<file path="config.mk">
export PLATFORM = sky130hd
export DESIGN_NAME = fnc_alloc
export DESIGN_NICKNAME = d
export VERILOG_FILES = /design/src/rtl/fnc_alloc_pkg.sv /design/src/rtl/fnc_alloc_ctrl.sv /design/src/rtl/fnc_alloc_dpath.sv /design/src/rtl/fnc_alloc.sv
export SDC_FILE = /design/constraint.sdc
export NUM_CORES = 1
export LEC_CHECK = 0
export BUFFER_PORTS_ARGS = -buffer_cell sky130_fd_sc_hd__buf_2
export CAP_MARGIN = 30
export CELL_PAD_IN_SITES_DETAIL_PLACEMENT = 1
export CELL_PAD_IN_SITES_GLOBAL_PLACEMENT = 2
export CORE_ASPECT_RATIO = 1.75
export CORE_UTILIZATION = 29
export CTS_CLUSTER_DIAMETER = 50
export DETAILED_ROUTE_END_ITERATION = 8
export HOLD_SLACK_MARGIN = 0.06
export PLACE_DENSITY = 0.84
export SYNTH_ARGS = -nofsm -noshare
export SYNTH_HDL_FRONTEND = slang
export SYNTH_SLANG_ARGS = --single-unit
export TNS_END_PERCENT = 100
</file>
<file path="constraint.sdc">
create_clock -name clk -period 3.45 [get_ports clk]
set_input_delay 0 -clock clk [delete_from_list [all_inputs] [get_ports clk]]
set_output_delay 0 -clock clk [all_outputs]
set_load 0.02 [all_outputs]
</file>
<file path="src/rtl/fnc_alloc_pkg.sv">
package fnc_alloc_pkg;

  typedef enum logic {
    ST_IDLE  = 1'b0,
    ST_CLAIM = 1'b1
  } fnc_state_t;

  // Strobes from control to datapath
  typedef struct packed {
    logic readHead;    // issue read of offset at head
    logic claimHead;   // write 0 at head, advance head by offset+1
    logic releaseNode; // write chain offset at freeAddr, head <= freeAddr
  } fnc_strobe_t;

endpackage

</file>
<file path="src/rtl/fnc_alloc_ctrl.sv">
module fnc_alloc_ctrl
  import fnc_alloc_pkg::*;
(
  input  logic        clk,
  input  logic        rstN,
  input  logic        allocValid,
  input  logic        freeValid,
  input  logic        freeIsNull,
  input  logic        isFull,
  output fnc_strobe_t strobe,
  output logic        allocReady,
  output logic        freeReady,
  output logic        allocDone,
  output logic        memEn,
  output logic        memWe
);

  fnc_state_t state, stateNext;
  logic idle;
  logic allocTake;
  logic freeTake;

  assign idle      = (state == ST_IDLE);
  assign allocReady = idle && !isFull;
  assign allocTake = allocValid && allocReady;
  // allocation has priority over a simultaneous free
  assign freeReady = idle && !allocTake;
  assign freeTake  = freeValid && freeReady && !freeIsNull;

  always_comb begin
    strobe             = '0;
    strobe.readHead    = allocTake;
    strobe.claimHead   = (state == ST_CLAIM);
    strobe.releaseNode = freeTake;
  end

  assign memEn     = strobe.readHead || strobe.claimHead || strobe.releaseNode;
  assign memWe     = strobe.claimHead || strobe.releaseNode;
  assign allocDone = strobe.claimHead;

  always_comb begin
    stateNext = state;
    case (state)
      ST_IDLE:  if (allocTake) stateNext = ST_CLAIM;
      ST_CLAIM: stateNext = ST_IDLE;
      default:  stateNext = ST_IDLE;
    endcase
  end

  always_ff @(posedge clk) begin
    if (!rstN) state <= ST_IDLE;
    else       state <= stateNext;
  end

endmodule

</file>
<file path="src/rtl/fnc_alloc_dpath.sv">
module fnc_alloc_dpath
  import fnc_alloc_pkg::*;
#(
  parameter int ADDR_W = 15,
  parameter int DEPTH  = 32767
) (
  input  logic              clk,
  input  logic              rstN,
  input  fnc_strobe_t       strobe,
  input  logic [ADDR_W-1:0] freeAddr,
  input  logic [ADDR_W-1:0] memRdata,
  output logic [ADDR_W-1:0] headAddr,
  output logic              isFull,
  output logic              freeIsNull,
  output logic [ADDR_W-1:0] memAddr,
  output logic [ADDR_W-1:0] memWdata
);

  localparam logic [ADDR_W-1:0] FIRST_ADDR = ADDR_W'(1);
  localparam logic [ADDR_W-1:0] LIMIT      = ADDR_W'(DEPTH);
  localparam logic [ADDR_W-1:0] ONE        = ADDR_W'(1);

  logic [ADDR_W-1:0] headNext;
  logic [ADDR_W-1:0] chainOffset;

  assign isFull      = (headAddr >= LIMIT);
  assign freeIsNull  = (freeAddr == '0);
  // offset to the current head, wrapping modulo 2^ADDR_W
  assign chainOffset = headAddr - freeAddr - ONE;

  assign memAddr  = strobe.releaseNode ? freeAddr : headAddr;
  assign memWdata = strobe.releaseNode ? chainOffset : '0;

  always_comb begin
    headNext = headAddr;
    if (strobe.claimHead)        headNext = headAddr + memRdata + ONE;
    else if (strobe.releaseNode) headNext = freeAddr;
  end

  always_ff @(posedge clk) begin
    if (!rstN) headAddr <= FIRST_ADDR;
    else       headAddr <= headNext;
  end

endmodule

</file>
<file path="src/rtl/fnc_alloc.sv">
module fnc_alloc
  import fnc_alloc_pkg::*;
#(
  parameter int ADDR_W = 15,
  parameter int DEPTH  = 32767
) (
  input  logic              clk,
  input  logic              rstN,
  input  logic              allocValid,
  output logic              allocReady,
  output logic              allocDone,
  output logic [ADDR_W-1:0] allocAddr,
  input  logic              freeValid,
  output logic              freeReady,
  input  logic [ADDR_W-1:0] freeAddr,
  output logic              full,
  output logic              memEn,
  output logic              memWe,
  output logic [ADDR_W-1:0] memAddr,
  output logic [ADDR_W-1:0] memWdata,
  input  logic [ADDR_W-1:0] memRdata
);

  fnc_strobe_t       strobe;
  logic              isFull;
  logic              freeIsNull;
  logic [ADDR_W-1:0] headAddr;

  fnc_alloc_ctrl u_ctrl (
    .clk        (clk),
    .rstN       (rstN),
    .allocValid (allocValid),
    .freeValid  (freeValid),
    .freeIsNull (freeIsNull),
    .isFull     (isFull),
    .strobe     (strobe),
    .allocReady (allocReady),
    .freeReady  (freeReady),
    .allocDone  (allocDone),
    .memEn      (memEn),
    .memWe      (memWe)
  );

  fnc_alloc_dpath #(
    .ADDR_W (ADDR_W),
    .DEPTH  (DEPTH)
  ) u_dpath (
    .clk        (clk),
    .rstN       (rstN),
    .strobe     (strobe),
    .freeAddr   (freeAddr),
    .memRdata   (memRdata),
    .headAddr   (headAddr),
    .isFull     (isFull),
    .freeIsNull (freeIsNull),
    .memAddr    (memAddr),
    .memWdata   (memWdata)
  );

  assign allocAddr = headAddr;
  assign full      = isFull;

endmodule

</file>
==> flow_summary.toml <==
[status]
status = "complete, no violations"

[clocking]
clock_sinks = 16
cts_tree = "yes"
clk_pin_slew_ps = 50
clk_latency_ps = 250
htreeDepth = 1
numCtsBuffers = 3
cts_root_buf = "clkbuf_16"
ctsLongestPathBuffers = 2

[placed_design]
dp_slack_ps = 932
dp_hpwl_um = 7110
gp_congestion = 0.854
io_buffers = 84
place_inst = 470

[job]
max-cap-violations = 0

[power_and_ir_drop]
p_leak_nw = 1.53
power_density_nw_per_um2 = 367
power.total_mw = 1.06
irDropWorstVdd_v = 0.000166

[synthesis]
netlist_instances = 306
netlist_area_um2 = 2270
yosysWarnings = 0
ys.flop_type = "dfxtp_1"
ys_seq_area_share_pct = 14.1
yosysTopAreaCell = "ha_1"
synth.top_cell.area_share_pct = 15.4
netlist_top_cells_count = "ha_1, inv_1, nor2_1"
synth_nets = 370
yosys.cell_types.count = 59
synthesis.area_per_instance_um2 = 7.43
async_flop_share_pct = 0
synth_area_leaders = "ha_1, dfxtp_1, xnor2_1"
synth-edff-count = 0
ys_ff_latch = 16
synth.most_common_cell = "ha_1"

[drt]
wirelength_um = 8360
via_count = 2591
viasPerCell = 5.44
wl_per_cell_um = 17.6
drc_errors = 0
drtIter0Drc = 111
drt_first_pass_iters = 4
ant_nets = 0

[grt]
grt_pass1_wl_um = 13000
grt_use_total_pct = 21.3
grt_overflow = 0
grt_max_degree = 18
grt_pass1_vias = 2586
antenna_found_initial = 0

[cells_and_area]
stdcell_count = 476
layout-drive-gt1-share_pct = 26.3
final_util_pct = 38.2
nets = 453
syn_to_final_growth_pct = 27.0
diodes = 0

[sta]
worst_pin_slew_ps = 560
slew_violations = 0
rsz0062_at_grt = "no"
maxSlewHeadroom_pct = 62.7
fmax_mhz = 360
setup_viol = 0
skew_ps = 1.38
finalCriticalPeriod_ps = 2780
finalHoldViolCount = 0
worst_slack_ps = 674
setup_tns_ps = 0
post-route-period-util_pct = 80.5

[floorplan]
rows = 42
dieArea_um2 = 8220
coreArea_um2 = 7570
initial_core_util_pct = 30.1
dieWidth_um = 69.0
fp.dieH_um = 119
io_pins = 85

[critical_path]
critPathCaptureType = "output pin"
start_kind = "flop"
worstSetupPathType = "flop to output pin"
arrival_ps = 2780
crit_required_ps = 3450
cp_max_fo = 6

[hold_path]
min_path_type = "input port to flop"
## path summary, 6_finish.rpt
check,depth (start not counted),slack (ps),startpoint,to
worst max-delay path,9,670,u_dpath.headAddr[1],memWdata[14]
worst min-delay path,4,200,memRdata[14],u_dpath.headAddr[14]
worst min register to register,2,730,u_dpath.headAddr[5],u_ctrl.allocDone
worst max register to register,8,1020,u_dpath.headAddr[0],u_dpath.headAddr[14]
## critical path, stage by stage, from the launching register on
cell,delay (ps)
dfxtp_1,440
inv_1,140
fa_1,450
nor2b_1,200
o2111ai_1,170
nand3_1,170
nand2_1,110
o31ai_1,320
mux2_2,370
buf_2,160
## cell type report
type	count	area, um2
fill	994	4680
clock buffer	4	88.8
inverter	27	101
timing repair buffer	89	463
sequential	16	320
multi-input combinational	252	1800
tap	88	110
## through the flow
step	area, um2	hold WS, ps
4_1_cts	2890	193
3_3_place_gp	2780	271
3_5_place_dp	2780	265
2_1_floorplan	2270	128
5_1_grt	2890	227
6_report	2890	198
## routing by layer
metal | GRT usage (%) | routed length (um) | vias to the layer above
li1 | - | - | 1286
met1 | 24.1 | 3270 | 1227
met2 | 39.2 | 4620 | 65
met3 | 0.958 | 260 | 13
met4 | 8.29 | 218 | 0
met5 | 0 | 0 | -
## logic make-up after synthesis
logic type / Yosys count / synth area share, %
buffers and inverters: 38 / 6.60
AOI/OAI and AO/OA: 95 / 29.4
muxes: 4 / 2.09
DFF: 16 / 14.1
xor gates and xnor gates: 20 / 7.70
and+or+nand+nor: 103 / 22.9
adders and majority gates: 30 / 17.2
## timing repair
| action | 4_1_cts | 5_1_grt |
|---|---|---|
| setup buffers | 0 | 0 |
| resized for setup | 0 | 0 |
| hold buffers | 2 | 0 |
| hold endpoints to repair | 3 | 0 |
## registers in the layout, indices dropped and copies added (netlist names)
register / count
u_dpath.headAddr: 15
u_ctrl.allocDone: 1
## cells in the final DEF, fill, tap and decap left out, types with 3 or more instances in the layout
| cell | instances |
|---|---|
| xnor2_1 | 13 |
| nor2b_1 | 5 |
| dfxtp_1 | 16 |
| a21o_1 | 10 |
| o31ai_1 | 3 |
| nand3_1 | 14 |
| o21a_1 | 5 |
| a21oi_1 | 18 |
| o21ai_0 | 19 |
| xor2_1 | 7 |
| buf_4 | 3 |
| nor3_1 | 4 |
| o2111ai_1 | 3 |
| nand2b_1 | 5 |
| a22o_1 | 8 |
| nor2_1 | 25 |
| a41oi_1 | 3 |
| ha_1 | 28 |
| nand2_1 | 24 |
| clkbuf_16 | 3 |
| nand4_1 | 5 |
| buf_2 | 84 |
| nor4_1 | 4 |
| inv_1 | 27 |
| and3_1 | 4 |
## power by group
| part | leakage [nW] | internal, mW | switching (mW) | total (mW) |
|---|---|---|---|---|
| clock | 0.0442 | 0.177 | 0.0838 | 0.260 |
| combinational | 1.35 | 0.223 | 0.334 | 0.557 |
| sequential | 0.132 | 0.204 | 0.0385 | 0.242 |
Power figures use the tool's default switching activity.
